[config.mk]
export PLATFORM = sky130hd
export DESIGN_NAME = cfg_image_crc_check
export DESIGN_NICKNAME = d
export VERILOG_FILES = /design/src/rtl/crcv_pkg.sv /design/src/rtl/crcv_byte_step.sv /design/src/rtl/crcv_len_track.sv /design/src/rtl/cfg_image_crc_check.sv
export SDC_FILE = /design/constraint.sdc
export NUM_CORES = 1
export LEC_CHECK = 0
export BUFFER_PORTS_ARGS = -buffer_cell sky130_fd_sc_hd__buf_2
export CAP_MARGIN = 20
export CORE_ASPECT_RATIO = 0.7
export CORE_MARGIN = 8
export CORE_UTILIZATION = 49
export CTS_CLUSTER_SIZE = 20
export DETAILED_ROUTE_END_ITERATION = 16
export GPL_TIMING_DRIVEN = 0
export PLACE_DENSITY = 0.73
export SETUP_SLACK_MARGIN = 0.05
export SLEW_MARGIN = 40
export SYNTH_ARGS = -nofsm -noshare
export SYNTH_HDL_FRONTEND = slang
export SYNTH_SLANG_ARGS = --single-unit
[constraint.sdc]
create_clock -name clk -period 3.2 [get_ports clk]
set_input_delay 0.16 -clock clk [delete_from_list [all_inputs] [get_ports clk]]
set_output_delay 0.16 -clock clk [all_outputs]
set_load 0.005 [all_outputs]
[src/rtl/crcv_pkg.sv]
package crcv_pkg;
    localparam int CRC_W = 8;

    typedef enum logic [1:0] {
        MODE_SHORT = 2'b00,
        MODE_LONG  = 2'b01,
        MODE_AUTO  = 2'b10
    } crcv_mode_e;
endpackage

[src/rtl/crcv_byte_step.sv]
module crcv_byte_step #(
    parameter int         CRC_W     = 8,
    parameter logic [7:0] POLY_REFL = 8'hAB
) (
    input  logic [CRC_W-1:0] crc_in,
    input  logic [7:0]       data_in,
    output logic [CRC_W-1:0] crc_out
);
    logic [CRC_W-1:0] stg [0:8];

    assign stg[0] = crc_in ^ CRC_W'(data_in);

    for (genvar k = 0; k < 8; k++) begin : g_shift
        assign stg[k+1] = (stg[k] >> 1) ^ (stg[k][0] ? CRC_W'(POLY_REFL) : '0);
    end

    assign crc_out = stg[8];
endmodule

[src/rtl/crcv_len_track.sv]
module crcv_len_track
    import crcv_pkg::*;
#(
    parameter int SHORT_WORDS = 64,
    parameter int LONG_WORDS  = 220,
    localparam int CNT_W      = $clog2(LONG_WORDS)
) (
    input  logic [CNT_W-1:0] cnt,
    input  crcv_mode_e       mode,
    output logic             short_pt,
    output logic             long_pt,
    output logic             short_forced
);
    assign short_pt     = (cnt == CNT_W'(SHORT_WORDS - 1)) && (mode != MODE_LONG);
    assign long_pt      = (cnt == CNT_W'(LONG_WORDS - 1)) && (mode != MODE_SHORT);
    assign short_forced = (mode == MODE_SHORT);
endmodule

[src/rtl/cfg_image_crc_check.sv]
module cfg_image_crc_check
    import crcv_pkg::*;
#(
    parameter int         SHORT_WORDS = 64,
    parameter int         LONG_WORDS  = 220,
    parameter logic [7:0] POLY_REFL   = 8'hAB
) (
    input  logic        clk,
    input  logic        rst_n,
    input  logic        start,
    input  logic [1:0]  len_mode,
    input  logic        in_valid,
    input  logic [15:0] in_word,
    input  logic        in_last,
    output logic        done,
    output logic        crc_ok,
    output logic [7:0]  revision
);
    localparam int CNT_W = $clog2(LONG_WORDS);

    typedef struct packed {
        logic             busy;
        logic [CNT_W-1:0] cnt;
        logic [CRC_W-1:0] crc;
        crcv_mode_e       mode;
        logic             done;
        logic             ok;
        logic [7:0]       rev;
    } state_t;

    state_t q, d;

    logic [CRC_W-1:0] crc_lo, crc_hi, crc_fin;
    logic             match, short_pt, long_pt, short_forced;
    crcv_mode_e       mode_in;

    crcv_byte_step #(.CRC_W(CRC_W), .POLY_REFL(POLY_REFL)) u_step_lo (
        .crc_in (q.crc),
        .data_in(in_word[7:0]),
        .crc_out(crc_lo)
    );

    crcv_byte_step #(.CRC_W(CRC_W), .POLY_REFL(POLY_REFL)) u_step_hi (
        .crc_in (crc_lo),
        .data_in(in_word[15:8]),
        .crc_out(crc_hi)
    );

    crcv_len_track #(.SHORT_WORDS(SHORT_WORDS), .LONG_WORDS(LONG_WORDS)) u_len (
        .cnt         (q.cnt),
        .mode        (q.mode),
        .short_pt    (short_pt),
        .long_pt     (long_pt),
        .short_forced(short_forced)
    );

    assign crc_fin = crc_lo ^ {CRC_W{1'b1}};
    assign match   = (crc_fin == in_word[15:8]);
    assign mode_in = len_mode[1] ? MODE_AUTO : crcv_mode_e'(len_mode);

    always_comb begin
        d      = q;
        d.done = 1'b0;
        if (start) begin
            d.busy = 1'b1;
            d.cnt  = '0;
            d.crc  = {CRC_W{1'b1}};
            d.mode = mode_in;
            d.ok   = 1'b0;
            d.rev  = '0;
        end else if (q.busy && in_valid) begin
            if ((short_pt && (short_forced || match)) || long_pt) begin
                d.busy = 1'b0;
                d.done = 1'b1;
                d.ok   = match;
                d.rev  = in_word[7:0];
            end else if (in_last) begin
                d.busy = 1'b0;
                d.done = 1'b1;
                d.ok   = 1'b0;
                d.rev  = '0;
            end else begin
                d.crc = crc_hi;
                d.cnt = q.cnt + 1'b1;
            end
        end
    end

    always_ff @(posedge clk or negedge rst_n) begin
        if (!rst_n) begin
            q      <= '0;
            q.crc  <= {CRC_W{1'b1}};
            q.mode <= MODE_AUTO;
        end else begin
            q <= d;
        end
    end

    assign done     = q.done;
    assign crc_ok   = q.ok;
    assign revision = q.rev;

    assert_done_pulse_R7: assert property (@(posedge clk) disable iff (!rst_n)
        done |=> !done);
    assert_hold_ok_R7: assert property (@(posedge clk) disable iff (!rst_n)
        (!done && !$past(start)) |-> $stable(crc_ok));
    assert_hold_rev_R4: assert property (@(posedge clk) disable iff (!rst_n)
        (!done && !$past(start)) |-> $stable(revision));
    assert_idle_quiet_R10: assert property (@(posedge clk) disable iff (!rst_n)
        (!q.busy && !start) |=> !done);
    assert_cnt_range_R5: assert property (@(posedge clk) disable iff (!rst_n)
        q.cnt < CNT_W'(LONG_WORDS));
    assert_clear_R8: assert property (@(posedge clk) disable iff (!rst_n)
        start |=> (!crc_ok && revision == 8'h00 && !done));
    assert_trunc_R9: assert property (@(posedge clk) disable iff (!rst_n)
        (q.busy && in_valid && in_last && !start && !short_pt && !long_pt)
        |=> (done && !crc_ok && revision == 8'h00));
endmodule

# Word-level counts from Yosys, hierarchy flattened
# Cells that the tools add are included.
dict set report word_totals {
  reg_bits 29
  in_bits 23
}
dict set report op_classes {
  add_sub_neg 1
  eq_ne 6
  mux 28
  bitwise_logic 19
  n_reduce_logical 12
}
# cell count
set op_table {}
lappend op_table {{$mux W8} 16}
lappend op_table {{$xor A7 B8 Y8} 16}
lappend op_table {{$mux W17} 2}
lappend op_table {{$mux W16} 2}
lappend op_table {{$mux W10} 3}
lappend op_table {{$xor A8 B8 Y8} 2}
lappend op_table {{$mux W9} 1}
lappend op_table {{$add A8 B1 Y8 const B} 1}
lappend op_table {{$eq A8 B6 Y1 const B} 1}
lappend op_table {{$eq A8 B8 Y1} 1}
lappend op_table {{$eq A8 B8 Y1 const B} 1}
lappend op_table {{$not A8 Y8} 1}
lappend op_table {{$logic_and A1 B1 Y1} 4}
lappend op_table {{$ne A2 B2 Y1 const B} 2}
lappend op_table {{$reduce_bool A2 Y1} 2}
lappend op_table {{$mux W1} 3}
lappend op_table {{$reduce_and A3 Y1} 1}
lappend op_table {{$reduce_bool A3 Y1} 1}
lappend op_table {{$logic_not A2 Y1} 1}
lappend op_table {{$logic_or A1 B1 Y1} 2}
lappend op_table {{$mux W2} 1}
lappend op_table {{$ne A2 B1 Y1 const B} 1}
lappend op_table {{$reduce_and A2 Y1} 1}

# Logic depth before layout (Yosys ltp)
dict set report logic_depth {
  word_depth 38
  ltp_mapped 10
  mapped_depth_nobuf 9
}

# Hierarchy
# Synthesis repeated with hierarchy kept, for this count alone.
dict set report hier_totals {
  hier_cells 198
  area_unflattened_um2 2132.0
}
# mod instances cells_per_inst area_each_um2
set modules_own_cells {}
lappend modules_own_cells {cfg_image_crc_check 1 139 1525.2}
lappend modules_own_cells {crcv_byte_step 2 26 276.5}
lappend modules_own_cells {crcv_len_track 1 7 53.8}

# Worst setup path after synthesis
# Ideal clock, no wire load.
dict set report synth_path {
  path_type {register -> register}
  start {register q[18] (netlist name)}
  end {register q, in the netlist crc_ok}
  arrival_ps 2921
  t_required_ps 3079
  slack_ps 158
  path_stages_with_launch 10
  synth_period_minus_slack_ps 3042
  path_cell_list {dfstp_2 > xor2_2 > xnor3_1 > xnor3_1 > mux2_4 > nor4_4 > a211oi_1 > o31a_1 > buf_6 > a22o_1}
}
dict set report synth_between {
  elab_chain_len 19
  word_cells_on_any_way 21
}
# item line
set synth_rtl {}
lappend synth_rtl {{from (decl)} cfg_image_crc_check.sv:31} ;# state_t q, d;
lappend synth_rtl {{$xor A8 B8 Y8 (*)} crcv_byte_step.sv:11} ;# assign stg[0] = crc_in ^ CRC_W'(data_in);
lappend synth_rtl {{$xor A7 B8 Y8 (*) (6 in a row)} crcv_byte_step.sv:14} ;# assign stg[k+1] = (stg[k] >> 1) ^ (stg[k][0] ? CRC_W'(POLY_REFL) : '0);
lappend synth_rtl {{$mux W8 (*)} crcv_byte_step.sv:14}
lappend synth_rtl {{$xor A7 B8 Y8 (*)} crcv_byte_step.sv:14}
lappend synth_rtl {{$mux W8} crcv_byte_step.sv:14}
lappend synth_rtl {{$xor A7 B8 Y8 (*)} crcv_byte_step.sv:14}
lappend synth_rtl {{$not A8 Y8 (no source line) (*)} --}
lappend synth_rtl {{$eq A8 B8 Y1 (*)} cfg_image_crc_check.sv:58} ;# assign match = (crc_fin == in_word[15:8]);
lappend synth_rtl {{$logic_or A1 B1 Y1} cfg_image_crc_check.sv:72} ;# if ((short_pt && (short_forced || match)) || long_pt) begin
lappend synth_rtl {{$logic_and A1 B1 Y1} cfg_image_crc_check.sv:72}
lappend synth_rtl {{$logic_or A1 B1 Y1} cfg_image_crc_check.sv:72}
lappend synth_rtl {{$mux W10} cfg_image_crc_check.sv:72}
lappend synth_rtl {{$mux W10} cfg_image_crc_check.sv:71} ;# end else if (q.busy && in_valid) begin
lappend synth_rtl {{$mux W9} cfg_image_crc_check.sv:64} ;# if (start) begin
# Mark *: on every way between the ends. The rest lies on a longest branch, timed or not. The select of a mux whose other input is x is not followed.
# A chain may end at the register's enable or synchronous reset.

# Worst setup path in the final report
dict set report layout_path {
  start {register q[13] (netlist name)}
  end {register q, in the netlist revision[4]}
}
dict set report layout_between {
  elab_chain_len 24
  word_cells_on_any_way 26
}
# item line
set layout_rtl {}
lappend layout_rtl {{$xor A8 B8 Y8 (*)} crcv_byte_step.sv:11}
lappend layout_rtl {{$xor A7 B8 Y8 (*)} crcv_byte_step.sv:14}
lappend layout_rtl {{$mux W8 (*)} crcv_byte_step.sv:14}
lappend layout_rtl {{$xor A7 B8 Y8 (*)} crcv_byte_step.sv:14}
lappend layout_rtl {{$mux W8} crcv_byte_step.sv:14}
lappend layout_rtl {{$xor A7 B8 Y8 (*)} crcv_byte_step.sv:14}
lappend layout_rtl {{$mux W8} crcv_byte_step.sv:14}
lappend layout_rtl {{$xor A7 B8 Y8 (*)} crcv_byte_step.sv:14}
lappend layout_rtl {{[8 not listed]} --}
lappend layout_rtl {{$not A8 Y8 (no source line) (*)} --}
lappend layout_rtl {{$eq A8 B8 Y1 (*)} cfg_image_crc_check.sv:58}
lappend layout_rtl {{$logic_or A1 B1 Y1 (*)} cfg_image_crc_check.sv:72}
lappend layout_rtl {{$logic_and A1 B1 Y1 (*)} cfg_image_crc_check.sv:72}
lappend layout_rtl {{$logic_or A1 B1 Y1 (*)} cfg_image_crc_check.sv:72}
lappend layout_rtl {{$mux W10} cfg_image_crc_check.sv:72}
lappend layout_rtl {{$mux W10} cfg_image_crc_check.sv:71}
lappend layout_rtl {{$mux W9} cfg_image_crc_check.sv:64}
# Marked as above.

==> reports/qor.log <==
[status] result of the run finished, final reports clean
[power] maximum vdd drop 0.5995 mV
[grt] antenna violations before repair 0
[clocking] clock buffers created by TritonCTS 5
[finish] Ant. Diodes 0
[routing] antenna violation net count after detailed routing 0
[grt] highest-utilization routing layer at the global route stage met1
[grt] met3 track demand over resource 3.949%
[setup_path] worst flop-to-flop path startpoint q[13]
[sta] setup repair after global routing missed its margin false
[synth] net count of the mapped netlist 224
[power] Power Dens Cells 832.1 nW/um2
[floorplanning] die extent in x 93.28 um
[synth] sequential fraction of the synthesis area 35.98%
[setup_path] arrival time reported for the critical path endpoint 3.24 ns
[synth] dominant synthesized flop cell dfrtp_1
[synth] cell accounting for the most synthesized area dfrtp_1
[sta] count of pins over their slew limit 0
[synth] main area contributors after synthesis dfrtp_1 (24%), xnor2_1 (14%), dfstp_2 (12%), xor2_1 (4.3%), a22o_1 (3.8%)
[grt] via count of the first global-routing pass 1657
[sta] Final setup viols 0
[floorplanning] I/O pin count 33
[finish] fill cell instance count of the final layout 328
[floorplanning] standard cell core area 3970 um2
[grt] first-pass GRT wire length 8293 um
[placement] number of buffers inserted by port buffering 32
[sta] Achievable Freq 324.8 MHz
[setup_path] crit path launch type flop
[floorplanning] placement row count 19
[setup_path] category of the critical setup timing path reg -> reg
[synth] post-synthesis sequential element count 29
[sta] number of failing hold endpoints at the final stage 0
[placement] RD Place Congestion 0.8431
[finish] post-route standard cell area excluding fillers 2514 um2
[clocking] buffers from clock root to sink, at most 2
[routing] Detailed Route Iter0 Violations 125
[placement] Area after DPL 2273 um2
[setup_path] register-to-register setup slack 0.12 ns
[synth] area share of the largest cell type after synthesis 24.43%
[power] standby leakage power 0.001118 uW
[setup_path] Worst R2R End revision[4]
[worst_hold_path] worst hold path type in -> reg
[routing] total DRC errors in the routed layout 0
[floorplanning] Die Area 6538 um2
[grt] global route overflow 0
[synth] synthesized area 2048 um2
[grt] met1 layer usage reported by global route 22.84%
[sta] clock period minus worst slack 3.079 ns
[setup_path] cell type of the slowest stage on the worst timing path dfstp_2
[worst_hold_path] Hold Path Stages 2
[synth] mean instance size in the synthesized netlist 10.24 um2
[finish] count of non-filler cells in the finished layout 297
[setup_path] delay of the slowest cell on the worst path 0.58 ns
[setup_path] Critical Path, Cell by Cell xnor2_4, xnor3_2, xnor3_1, mux2_4, nor4_4, a211oi_1, o31a_1, buf_6, a22o_1
[floorplanning] initial standard-cell utilization of the core 51.59%
[routing] wire length reported by the detailed router 5071 um
[placement] sum of net half-perimeters after detailed placement 3774 um
[setup_path] critical path capture point revision[4]
[synth] leading post-synthesis cells by instance count xnor2_1 (33), dfrtp_1 (20), o21ai_0 (14), nor2_1 (13), xor2_1 (10)
[grt] overall routing resource usage 15.95%
[routing] total number of vias 1680
[setup_path] count of cells along the worst register-to-register path 9
[routing] final routed wire length divided by cell count 17.07 um
[finish] share of layout cells above drive strength 1 33.47%
[clocking] sinks on the clock net 29
[grt] met2 GRT Util 22.70%
[sta] transition at the pin with the smallest max-transition slack 0.6495 ns
[synth] number of flops mapped to enable cells by yosys 0
[synth] count of warnings emitted by yosys 0
[job] max_cap viols 0
[grt] pin count of the biggest net entering global routing 30
[clocking] clock-pin slew on the worst setup and hold paths 0.06 ns
[sta] clock tree skew after final layout 0.006827 ns
[synth] cell with the most instances after synthesis xnor2_1
[clocking] later-pin clock latency in the skew report 0.28 ns
[routing] vias per inst 5.657
[finish] layout overhead on the synthesized area 22.72%
[finish] Post-layout nets 268
[setup_path] data required time at the worst endpoint 3.36 ns
[sta] normalized max-slew margin 56.70%
[synth] fraction of synthesis flops using an asynchronous set or reset pin 100.0%
[setup_path] largest fanout of any net on the critical path 9
[clocking] clock root buffer clkbuf_8
[synth] unique cell type count in the Yosys netlist 46
[placement] Placed Cells 284
[routing] number of search-and-repair iterations in the first detailed-routing pass 4
[clocking] CTS tree built
[floorplanning] height of the die 70.10 um
[sta] ratio of final minimum period to clock period 96.21%
[synth] gate count after technology mapping 200
[setup_path] critical path launch point q[13]
[setup_path] endpoint kind of the worst setup timing path flop
[clocking] total number of H-tree levels 2
## area by class of cell
cell class | count | area (um2) | area share [%]
flip-flops and latches | 29 | 737.0 | 29.32
clock inverters | 1 | 30.03 | 1.195
plain buffers | 15 | 96.34 | 3.833
repair buffers | 37 | 200.2 | 7.964
clock buffers | 7 | 86.33 | 3.435
inverters | 2 | 7.507 | 0.2987
well taps | 52 | 65.06 | 2.588
multi-input cells | 154 | 1291 | 51.37
## critical path, delay by kind of cell, from the launching register on
family | cells | cell delay (ns)
XOR/XNOR | 3 | 0.98
multiplexers | 1 | 0.33
buffers and inverters | 1 | 0.14
AND/OR/NAND/NOR | 1 | 0.30
AO/OA/AOI/OAI | 3 | 0.63
flip-flops | 1 | 0.58
## stage by stage
stage | hold WS [ns] | worst slack, ns | utilization, % | total power (uW) | setup TNS (ns)
floorplan | -0.1356 | 0.1576 | - | 1424 | 0
global placement | 0.2192 | -0.1461 | 57.26 | 1588 | -2.175
detailed placement | 0.2206 | -0.1810 | 57.26 | 1616 | -2.625
CTS | 0.06392 | 0.09329 | 60.79 | 2014 | 0
global route | 0.05815 | 0.05138 | 63.32 | 2219 | 0
finish | 0.06345 | 0.1213 | 63.32 | 2092 | 0
## where the power goes
part | leakage [uW] | total (uW) | internal (uW) | switching, uW
combinational | 0.000691 | 1260 | 633 | 624
sequential | 0.000368 | 448 | 416 | 32.4
clock | 0.0000585 | 387 | 253 | 133
total | 0.00112 | 2090 | 1300 | 789
## layout by cell type (no fill, tap or decap), types with 5 or more instances in the layout
cell / instances
buf_2: 32
xnor2_1: 27
dfrtp_1: 20
o21ai_0: 14
nor2_1: 13
buf_4: 12
xor2_1: 9
a22o_1: 9
dfstp_2: 9
nand2_1: 8
nand3_1: 8
a21oi_1: 7
xnor2_2: 6
clkbuf_8: 6
nand4_1: 5
clkbuf_1: 5
or3_1: 5
## per-layer routing
layer	vias to the layer above	share of wire (%)
met5	-	0
met4	0	1.4
met3	9	8.5
met2	72	42
met1	794	48
li1	805	-
## timing repair
action | 4_1_cts | 5_1_grt
endpoints found under the hold margin | 20 | 0
endpoints found under the setup margin | 24 | 24
hold buffers | 1 | 0
pin swaps | 2 | 5
buffers inserted | 0 | 4
resized for setup | 3 | 11
## cells by family (layout without fill, tap and decap cells)
kind of cell	after synthesis	after routing	share of synthesized area, %
buf+inv	17	62	4.948
simple gates	50	50	12.89
xor+xnor	51	51	26.76
compound gates	47	47	15.88
mux	5	5	2.932
flops	29	29	35.98
fa+ha+maj	1	1	0.6108
## flip-flops by register name, summed over array words and instances, names as in the netlist
signal and flops:
q 19, revision 8, crc_ok 1, done 1
## how the worst min path moves through the flow
stage | from | endpoint | slack, ns
2_1_floorplan | rst_n | crc_ok | -0.14
3_3_place_gp | rst_n | revision[3] | 0.22
3_5_place_dp | rst_n | revision[4] | 0.22
4_1_cts | len_mode[1] | q[10] | 0.06
5_1_grt | len_mode[1] | q[10] | 0.06
6_report | len_mode[1] | q[10] | 0.06
No activity file was read; power rests on OpenSTA's default activity.
